**config.mk**
```make
export PLATFORM = sky130hd
export DESIGN_NAME = ptt_timer
export DESIGN_NICKNAME = d
export VERILOG_FILES = /design/src/rtl/ptt_pkg.sv /design/src/rtl/ptt_prescaler.sv /design/src/rtl/ptt_counter.sv /design/src/rtl/ptt_flag.sv /design/src/rtl/ptt_timer.sv
export SDC_FILE = /design/constraint.sdc
export NUM_CORES = 1
export LEC_CHECK = 0
export CAP_MARGIN = 15
export CORE_UTILIZATION = 40
export DETAILED_ROUTE_END_ITERATION = 6
export PLACE_DENSITY = 0.68
export SETUP_SLACK_MARGIN = 0.2
export SLEW_MARGIN = 20
export SYNTH_ARGS = -nofsm -noshare
export SYNTH_HDL_FRONTEND = slang
export SYNTH_SLANG_ARGS = --single-unit
```
**constraint.sdc**
```tcl
create_clock -name clk -period 4.4 [get_ports clk]
set_input_delay 0.44 -clock clk [delete_from_list [all_inputs] [get_ports clk]]
set_output_delay 0.44 -clock clk [all_outputs]
set_load 0.1 [all_outputs]
```
**src/rtl/ptt_pkg.sv**
```systemverilog
package ptt_pkg;

    typedef enum logic [1:0] {
        SRC_OFF  = 2'b00,
        SRC_DIV1 = 2'b01,
        SRC_DIVM = 2'b10,
        SRC_DIVH = 2'b11
    } src_e;

    localparam int NUM_FLAGS = 3;
    localparam int FLG_OVF   = 0;
    localparam int FLG_A     = 1;
    localparam int FLG_B     = 2;

endpackage

```
**src/rtl/ptt_prescaler.sv**
```systemverilog
module ptt_prescaler
    import ptt_pkg::*;
#(
    parameter int DIV_MID = 8,
    parameter int DIV_HI  = 64
) (
    input  logic       clk,
    input  logic       rst_n,
    input  logic [1:0] src_sel,
    output logic       tick
);
    localparam int PW = $clog2(DIV_HI);
    localparam int MW = $clog2(DIV_MID);

    logic [PW-1:0] phase;
    src_e          src;

    assign src = src_e'(src_sel);

    // phase restarts from zero whenever the source is off
    always_ff @(posedge clk or negedge rst_n) begin
        if (!rst_n) begin
            phase <= '0;
        end else if (src == SRC_OFF) begin
            phase <= '0;
        end else begin
            phase <= phase + 1'b1;
        end
    end

    always_comb begin
        unique case (src)
            SRC_OFF:  tick = 1'b0;
            SRC_DIV1: tick = 1'b1;
            SRC_DIVM: tick = &phase[MW-1:0];
            SRC_DIVH: tick = &phase;
            default:  tick = 1'b0;
        endcase
    end

endmodule

```
**src/rtl/ptt_counter.sv**
```systemverilog
module ptt_counter #(
    parameter int BW = 8
) (
    input  logic          clk,
    input  logic          rst_n,
    input  logic          tick,
    input  logic          wide,
    input  logic          ctc_en,
    input  logic [BW-1:0] cmp_a,
    input  logic [BW-1:0] cmp_b,
    output logic [2*BW-1:0] count,
    output logic          ev_max,
    output logic          ev_a,
    output logic          ev_b
);
    localparam int CW = 2 * BW;

    logic [CW-1:0] cnt_q;
    logic [CW-1:0] cur;
    logic [CW-1:0] max_v;
    logic [CW-1:0] top_v;
    logic [CW-1:0] cnt_d;
    logic          eq_top;
    logic          eq_max;
    logic          eq_b;

    always_comb begin
        if (wide) begin
            cur   = cnt_q;
            max_v = {CW{1'b1}};
            top_v = {cmp_b, cmp_a};
        end else begin
            cur   = {{BW{1'b0}}, cnt_q[BW-1:0]};
            max_v = {{BW{1'b0}}, {BW{1'b1}}};
            top_v = {{BW{1'b0}}, cmp_a};
        end
        eq_top = (cur == top_v);
        eq_max = (cur == max_v);
        eq_b   = !wide && (cnt_q[BW-1:0] == cmp_b);
        if ((ctc_en && eq_top) || eq_max) begin
            cnt_d = '0;
        end else begin
            cnt_d = cur + 1'b1;
        end
    end

    always_ff @(posedge clk or negedge rst_n) begin
        if (!rst_n) begin
            cnt_q <= '0;
        end else if (tick) begin
            cnt_q <= cnt_d;
        end
    end

    assign count  = cnt_q;
    assign ev_max = tick && eq_max;
    assign ev_a   = tick && eq_top;
    assign ev_b   = tick && eq_b;

endmodule

```
**src/rtl/ptt_flag.sv**
```systemverilog
module ptt_flag (
    input  logic clk,
    input  logic rst_n,
    input  logic set_ev,
    input  logic clr,
    output logic flag
);
    // set has priority over clear
    always_ff @(posedge clk or negedge rst_n) begin
        if (!rst_n) begin
            flag <= 1'b0;
        end else if (set_ev) begin
            flag <= 1'b1;
        end else if (clr) begin
            flag <= 1'b0;
        end
    end

endmodule

```
**src/rtl/ptt_timer.sv**
```systemverilog
module ptt_timer
    import ptt_pkg::*;
#(
    parameter int BW      = 8,
    parameter int DIV_MID = 8,
    parameter int DIV_HI  = 64
) (
    input  logic            clk,
    input  logic            rst_n,
    input  logic [1:0]      src_sel,
    input  logic            wide,
    input  logic            ctc_en,
    input  logic [BW-1:0]   cmp_a,
    input  logic [BW-1:0]   cmp_b,
    input  logic            clr_ovf,
    input  logic            clr_a,
    input  logic            clr_b,
    output logic [2*BW-1:0] count,
    output logic            ovf_flag,
    output logic            match_a,
    output logic            match_b
);
    logic                 tick;
    logic [NUM_FLAGS-1:0] set_v;
    logic [NUM_FLAGS-1:0] clr_v;
    logic [NUM_FLAGS-1:0] flg_v;

    ptt_prescaler #(
        .DIV_MID (DIV_MID),
        .DIV_HI  (DIV_HI)
    ) u_pre (
        .clk     (clk),
        .rst_n   (rst_n),
        .src_sel (src_sel),
        .tick    (tick)
    );

    ptt_counter #(
        .BW (BW)
    ) u_cnt (
        .clk    (clk),
        .rst_n  (rst_n),
        .tick   (tick),
        .wide   (wide),
        .ctc_en (ctc_en),
        .cmp_a  (cmp_a),
        .cmp_b  (cmp_b),
        .count  (count),
        .ev_max (set_v[FLG_OVF]),
        .ev_a   (set_v[FLG_A]),
        .ev_b   (set_v[FLG_B])
    );

    assign clr_v[FLG_OVF] = clr_ovf;
    assign clr_v[FLG_A]   = clr_a;
    assign clr_v[FLG_B]   = clr_b;

    for (genvar g = 0; g < NUM_FLAGS; g++) begin : g_flag
        ptt_flag u_flag (
            .clk    (clk),
            .rst_n  (rst_n),
            .set_ev (set_v[g]),
            .clr    (clr_v[g]),
            .flag   (flg_v[g])
        );
    end

    assign ovf_flag = flg_v[FLG_OVF];
    assign match_a  = flg_v[FLG_A];
    assign match_b  = flg_v[FLG_B];

endmodule

```
==> results of run 1 <==
## stage by stage
step                      hold WS (ps)  utilization [%]  std cells
after floorplan                  144.4                -        189
after global placement           452.8            53.11        276
after detailed placement         461.0            53.11        276
after CTS                        475.0            54.27        280
after global routing             501.4            54.27        280
final                            475.5            54.27        280
## path summary, 6_finish.rpt
kind	to	cells past startpoint	slack [ps]
max	u_cnt.count[6]	7	1780
min	u_pre.phase[0]	1	480
max reg2reg	u_cnt.count[6]	6	1970
min reg2reg	u_pre.phase[0]	1	480
max in group asynchronous	u_cnt.count[2]	2	3610
min in group asynchronous	g_flag[2].u_flag.flag	2	520
## power by group through the flow
stage | Clock, mW | Sequential [mW] | Combinational (mW)
6_report | 0.140 | 0.404 | 0.678
5_1_grt | 0.155 | 0.418 | 0.722
4_1_cts | 0.144 | 0.404 | 0.682
3_5_place_dp | 0 | 0.409 | 0.680
3_3_place_gp | 0 | 0.410 | 0.676
2_1_floorplan | 0 | 0.665 | 0.249
## routing by layer
| metal | global-route usage (%) | up-vias | wire length (microns) |
|---|---|---|---|
| li1 | - | 760 | - |
| met1 | 28.12 | 726 | 1955 |
| met2 | 33.93 | 50 | 1945 |
| met3 | 4.138 | 4 | 267 |
| met4 | 6.383 | 0 | 42 |
| met5 | 0 | - | 0 |
## critical path: stages
cell	delay, ps
clkdlybuf4s50_1	550
and3b_4	270
or4_4	490
nor4_4	450
nand3_4	160
a21o_1	210
a22o_1	210
## layout by cell type, fill, tap and decap left out, types with 2 or more instances in the layout
cell,Yosys,final
or2_2,3,3
clkdlybuf4s50_1,0,43
dfrtp_1,25,25
o22ai_1,4,4
inv_1,7,7
nor2b_1,2,2
clkbuf_8,0,3
nand4_1,6,6
ha_1,3,3
a311oi_1,2,2
o31ai_1,2,2
xor2_1,14,14
nor3_1,6,6
o21ai_0,11,11
a31oi_1,4,4
and2_1,2,2
xnor2_1,12,12
o311ai_0,3,3
mux2i_1,2,2
nor2_1,14,14
nand2_1,25,25
a21oi_1,3,3
nand3_1,14,14
## state kept, by name, summed over array words and instances, names as in the netlist
signal              flops
g_flag.u_flag.flag      3
u_pre.phase             6
u_cnt.count            16
## final cells by class
type / instances / share of cell area (%)
repair buffers: 44 / 20.17
inverters: 7 / 1.210
multi-input cells: 150 / 44.78
well taps: 50 / 2.882
clock buffers: 3 / 1.902
clock inverters: 1 / 0.2305
flip-flops and latches: 25 / 28.82
## cell families (layout without fill, tap and decap cells)
logic type               count (synthesis)  after routing  synth area share, %
AND/OR/NAND/NOR                         84             84                27.10
AO/OA/AOI/OAI                           35             35                14.34
XOR/XNOR                                26             26                13.74
flip-flops                              25             25                37.74
buffers and inverters                   14             55                3.623
adder cells (fa/ha/maj)                  3              3                2.264
multiplexers                             2              2                1.208
==> results.txt, run 1 <==
worst skew pair latency - 270 ps
Yosys Warn Count - 0
Final Max Slew Viols - 0
Post-DRT Antenna Nets - 0
Final Hold Violating Endpoints - 0
clock power share - 11.5%
CTS Sinks - 25
RR Startpoint - u_cnt.count[5]
Lkg Pwr - 0.8233 nW
CP startpoint - wide
global placement routability congestion - 0.8365
Post-Synthesis Cells - 189
H-tree levels - 1
share of the synthesized area in the top cell type - 37.74%
placed inst area - 0.002125 sq mm
Die W - 66.38 microns
outcome - complete, no violations
internal power - 0.5523 mW
Clk pin slew, worst setup/hold paths - 90 ps
drc violations - 0
slew margin rel. - 34.90%
Post-Syn Area - 0.001658 sq mm
RSZ-0062 raised after global routing - no
postcts setup bufs - 0
PD cells - 563.1 mW/mm^2
cell row count - 23
most frequent cells after synthesis - dfrtp_1 (25), nand2_1 (25), nand3_1 (14), nor2_1 (14), xor2_1 (14)
number of distinct library cells after synthesis - 41
Finished Cell Area - 0.002171 sq mm
Mean Syn Cell Area - 8.772 sq um
Area growth, synth to finish - 30.94%
core box area - 0.004000 sq mm
Tot Pwr - 1.222 mW
CP arrival - 2780 ps
HPWL after detailed placement - 3.136 mm
wire length per cell - 15.04 microns
fin crit share - 59.45%
Max-Cap Viols - 0
final worst slack - 1784 ps
crit-path max FO - 7
DRT Pass-1 Iters - 4
Post-Place Worst Slack - 1528 ps
drt initial violations - 80
PortBufs - 43
Mapped Nets - 217
Worst Max-Slew Pin Slew - 973.5 ps
leading area contributor after synthesis - dfrtp_1
fmax - 382.3 MHz
pin count of the biggest net entering global routing - 26
CTS buffer count - 3
ant diodes - 0
Final nets - 259
flops & latches, synth - 25
number of flops mapped to enable cells by yosys - 0
vias - 1540
number of global-route vias before repair - 1469
die area - 0.004406 sq mm
Tot GR Track Use - 21.03%
grt ovf - 0
post-synthesis sequential area ratio - 37.74%
Post-CTS Resized - 0
Storage cell area - 625.6 sq um
Die Y - 66.38 microns
multi-input logic area - 972.2 sq um
Async S/R FF share, synth - 100.0%
initial core utilization - 41.45%
CTS tree - yes
global-route wire length before repair - 7.038 mm
critical path type - in2reg
CP Capture Type - flop
Critical Path Start Type - primary input
switching share of power - 54.82%
Synth area leaders - dfrtp_1 (38%), xor2_1 (7.4%), xnor2_1 (6.3%)
antenna violations before repair - 0
FILL cells - 388
clock buffer depth - 2
P_sw - 0.6701 mW
final WL - 4.212 mm
Setup TNS - 0 ps
hold_sp - u_pre.phase[0]
num ports - 44
Min-Delay Path Class - reg2reg
clock skew - 7.369 ps
cts hold-fix bufs - 0
via/cell ratio - 5.500
Seq pwr share - 33.1%
Period minus WS final - 2616 ps
required time worst endpoint - 4560 ps
share of cells above drive strength 1 - 6.522%
clock root cell - clkbuf_8
final number of setup-violating endpoints - 0
Peak VDD IR - 0.0002312 V
ys flop type - dfrtp_1
logic gate share of total power - 55.5%
(Power assumes the default switching activity.)
==> run 2: changes to the inputs <==
- clock period: 4.4 -> 2.7 ns (I/O delays scaled with it)
==> run 2 against run 1 <==
  * Die area did not move
  * Sequential cell count did not move
  * Sequential share of layout area rose by 0.79 points
  * Total power rose by 64%
  * Core utilization fell by 0.19 points
  * Largest cell class unchanged
==> results.txt, run 2 (same netlist as run 1, synthesis figures left out) <==
outcome - complete, no violations
share of cells above drive strength 1 - 20.17%
CTS buffer count - 3
P_sw - 1.111 mW
Min-Delay Path Class - reg2reg
Seq pwr share - 33.7%
FILL cells - 368
CP Capture Type - flop
crit-path cells - xor2_1 > or4_4 > nor4_4 > nand3_4 > a21o_1 > a22o_1
wire length per cell - 15.76 microns
Peak VDD IR - 0.0003049 V
worst skew pair latency - 280 ps
clock skew - 3.911 ps
CTS tree - yes
Clk pin slew, worst setup/hold paths - 90 ps
PD cells - 925.2 mW/mm^2
ant diodes - 0
most common cell after layout, fill and taps aside - nand2_1
GR met3 Demand/Resource - 3.621%
Max-Cap Viols - 0
met1 Usage GRT - 28.50%
final WL - 4.460 mm
cell row count - 23
CP peak stage delay - 550 ps
Period minus WS final - 2313 ps
antenna violations before repair - 0
Die Y - 66.38 microns
worst hold slack - 463.1 ps
Setup TNS - 0 ps
clock root cell - clkbuf_8
fmax - 432.4 MHz
Final nets - 262
num ports - 44
initial core utilization - 41.45%
PortBufs - 43
cts hold-fix bufs - 0
Storage cell area - 640.6 sq um
Tot GR Track Use - 21.30%
Final Hold Violating Endpoints - 0
met2 Track Usage GR - 34.18%
Die W - 66.38 microns
H-tree levels - 1
grt ovf - 0
crit-path max FO - 8
RSZ-0062 raised after global routing - no
clock power share - 11.8%
CP bufs+invs - 0
CP arrival - 2480 ps
Critical Path Start Type - flop
internal power - 0.8904 mW
fin crit share - 85.65%
logic gate share of total power - 54.5%
slowest CP cell - dfrtp_4
postcts setup bufs - 0
drc violations - 0
clock buffer depth - 2
multi-input logic area - 972.2 sq um
Area growth, synth to finish - 30.49%
Final Util - 54.08%
pin count of the biggest net entering global routing - 26
Final Max Slew Viols - 0
die area - 0.004406 sq mm
Post-CTS Resized - 0
HPWL after detailed placement - 3.296 mm
DRT Pass-1 Iters - 4
drt initial violations - 70
number of global-route vias before repair - 1488
via/cell ratio - 5.622
Lkg Pwr - 0.8470 nW
critical path type - reg2reg
global placement routability congestion - 0.8233
Post-DRT Antenna Nets - 0
slew margin rel. - 37.28%
switching share of power - 55.51%
core box area - 0.004000 sq mm
required time worst endpoint - 2870 ps
CTS Sinks - 25
max FFs per register - 16
commonest cells after routing, fill and taps aside - nand2_1 (25), clkdlybuf4s50_1 (24), buf_4 (23)
busiest grt layer - met2
global-route wire length before repair - 6.969 mm
delay-heaviest family, CP - simple AND/OR/NAND/NOR gates
vias - 1591
final number of setup-violating endpoints - 0
Worst Max-Slew Pin Slew - 937.8 ps
## run 2: changes by cell type in the layout (fill, tap and decap cells not counted), sizes merged
cell,change
clkinv,-1
buf,+22
clkinvlp,+1
clkdlybuf4s50,-19
## run 2: area by class of cell
class | count | share of cell area [%]
inverters | 7 | 1.215
clock buffers | 3 | 1.909
well taps | 50 | 2.892
flip-flops and latches | 25 | 29.61
repair buffers | 47 | 19.09
multi-input cells | 150 | 44.94
clock inverters | 1 | 0.3470
## run 2: layer usage
metal  up-vias  share of wire, %
met2        66                46
met3         5               8.0
met1       753                44
li1        767                 -
met4         0               1.1
met5         -                 0
## run 2: power by group through the flow
stage	Combinational [mW]	Clock (mW)	Sequential, mW
floorplan	0.404	0	1.10
global placement	1.08	0	0.683
detailed placement	1.09	0	0.680
CTS	1.09	0.243	0.674
global route	1.16	0.261	0.692
finish	1.09	0.236	0.675
## run 2: stage by stage
stage | power [mW] | instance area (sq um) | cells | setup slack, ps
3_5_place_dp | 1.768 | 2115 | 279 | 269.8
4_1_cts | 2.011 | 2163 | 283 | 402.8
5_1_grt | 2.111 | 2163 | 283 | 266.1
2_1_floorplan | 1.501 | 1673 | 189 | 188.8
3_3_place_gp | 1.759 | 2115 | 279 | 320.7
6_report | 2.001 | 2163 | 283 | 387.4
## run 2: final timing paths
kind / startpoint / end / slack, ps / cells past startpoint
worst max-delay path: u_cnt.count[5] / u_cnt.count[6] / 390 / 6
worst min-delay path: u_pre.phase[0] / u_pre.phase[0] / 460 / 1
worst max register to register: u_cnt.count[5] / u_cnt.count[6] / 390 / 6
worst min register to register: u_pre.phase[0] / u_pre.phase[0] / 460 / 1
max in group asynchronous: rst_n / u_cnt.count[5] / 1510 / 1
min in group asynchronous: rst_n / g_flag[2].u_flag.flag / 510 / 1
==> run 3: changes to the inputs <==
- PLACE_DENSITY: 0.68 -> not set
- PLACE_DENSITY_LB_ADDON: not set -> 0.3
==> run 3 against run 2 <==
  * Sequential cell count did not move
  * Worst setup slack improved by 22 ps
  * Combinational power barely moved
  * Die area did not move
  * Sequential share of layout area did not move
  * Critical path depth did not move
  * Final cell count did not move
  * Largest power group unchanged
==> results.txt, run 3 (same netlist as run 1, synthesis figures left out) <==
outcome - complete, no violations
crit path to - u_cnt.count[6]
worst skew pair latency - 270 ps
Clk pin slew, worst setup/hold paths - 90 ps
RR Startpoint - u_cnt.count[5]
crit-path cells - xor2_1 > or4_4 > nor4_4 > nand3_4 > a21o_1 > a22o_1
final worst slack - 409.9 ps
final number of setup-violating endpoints - 0
Final Util - 54.08%
Max-Cap Viols - 0
Min-Delay Path Class - in2async
Area growth, synth to finish - 30.49%
Final Hold Violating Endpoints - 0
Post-CTS Resized - 0
PD cells - 923.5 mW/mm^2
commonest cells after routing, fill and taps aside - nand2_1 (25), clkdlybuf4s50_1 (24), buf_4 (23)
postcts setup bufs - 0
clock skew - 4.318 ps
Die Y - 66.38 microns
CP peak stage delay - 550 ps
drt initial violations - 65
Post-Place Worst Slack - 264.0 ps
Critical Path Start Type - flop
clock buffer depth - 2
final WL - 4.199 mm
Worst Max-Slew Pin Slew - 621.2 ps
HPWL after detailed placement - 3.169 mm
CP startpoint - u_cnt.count[5]
CP Capture Type - flop
Period minus WS final - 2290 ps
global-route wire length before repair - 6.762 mm
pin count of the biggest net entering global routing - 26
crit-path max FO - 8
FF-to-FF End - u_cnt.count[6]
H-tree levels - 1
global placement routability congestion - 0.8284
grt ovf - 0
die area - 0.004406 sq mm
CP bufs+invs - 0
Setup TNS - 0 ps
cell row count - 23
CTS tree - yes
DRT Pass-1 Iters - 5
share of cells above drive strength 1 - 20.17%
antenna violations before repair - 0
vias - 1557
r2r setup slk - 410 ps
number of global-route vias before repair - 1405
Post-DRT Antenna Nets - 0
delay-heaviest family, CP - simple AND/OR/NAND/NOR gates
ant diodes - 0
wire length per cell - 14.84 microns
core box area - 0.004000 sq mm
max FFs per register - 16
CP arrival - 2460 ps
slowest CP cell - dfrtp_4
Die W - 66.38 microns
cts hold-fix bufs - 0
initial core utilization - 41.45%
required time worst endpoint - 2870 ps
most common cell after layout, fill and taps aside - nand2_1
Peak VDD IR - 0.0004257 V
via/cell ratio - 5.502
drc violations - 0
number of stages on the worst setup path - 6
fmax - 436.7 MHz
fin crit share - 84.82%
clock root cell - clkbuf_8
CTS Sinks - 25
Lkg Pwr - 0.8463 nW
Final Max Slew Viols - 0
slew margin rel. - 58.45%
Final nets - 262
CTS buffer count - 3
reg2reg path depth - 6
RSZ-0062 raised after global routing - no
PortBufs - 43
Tot Pwr - 1.998 mW
Tot GR Track Use - 20.37%
num ports - 44
critical path type - reg2reg
[run 3: routing by layer]
layer | GRT usage, % | vias up | part of all wire (%)
li1 | - | 766 | -
met1 | 28.60 | 739 | 47
met2 | 32.65 | 48 | 46
met3 | 3.103 | 4 | 5.8
met4 | 4.787 | 0 | 0.81
met5 | 0 | - | 0
[run 3: where the power goes]
part	internal, mW	switching [mW]	total, mW
registers	0.475	0.206	0.681
logic	0.311	0.773	1.08
clock network	0.105	0.127	0.232
total	0.891	1.11	2.00
[run 3: worst min path at each step]
stage                   startpoint               endpoint  slack (ps)  cells past startpoint
CTS                          rst_n  g_flag[2].u_flag.flag         400                      1
detailed placement  u_pre.phase[0]         u_pre.phase[0]         450                      1
finish                       rst_n  g_flag[2].u_flag.flag         370                      1
floorplan                    rst_n  g_flag[0].u_flag.flag         -30                      0
global placement    u_pre.phase[0]         u_pre.phase[0]         450                      1
global route                 rst_n         u_cnt.count[5]         420                      1
[run 3: layout make-up]
type                       instances  area (sq um)
fill                             378          1837
multi-input combinational        150         972.2
sequential                        25         640.6
timing repair buffer              47         412.9
tap                               50         62.56
clock buffer                       3         41.29
inverter                           7         26.28
clock inverter                     1         7.507
[run 3: per-stage QoR]
stage                     cells  hold slack, ps  cell area [sq um]
after detailed placement    279           454.1               2115
after floorplan             189          -25.59               1673
after global placement      279           449.3               2115
after CTS                   283           400.0               2163
after global routing        283           418.5               2163
final                       283           371.8               2163
[run 3: worst register-to-register path, stage by stage, from the launching register on]
cell and delay, ps:
dfrtp_4 550, xor2_1 190, or4_4 550, nor4_4 310, nand3_4 160, a21o_1 210
a22o_1 220
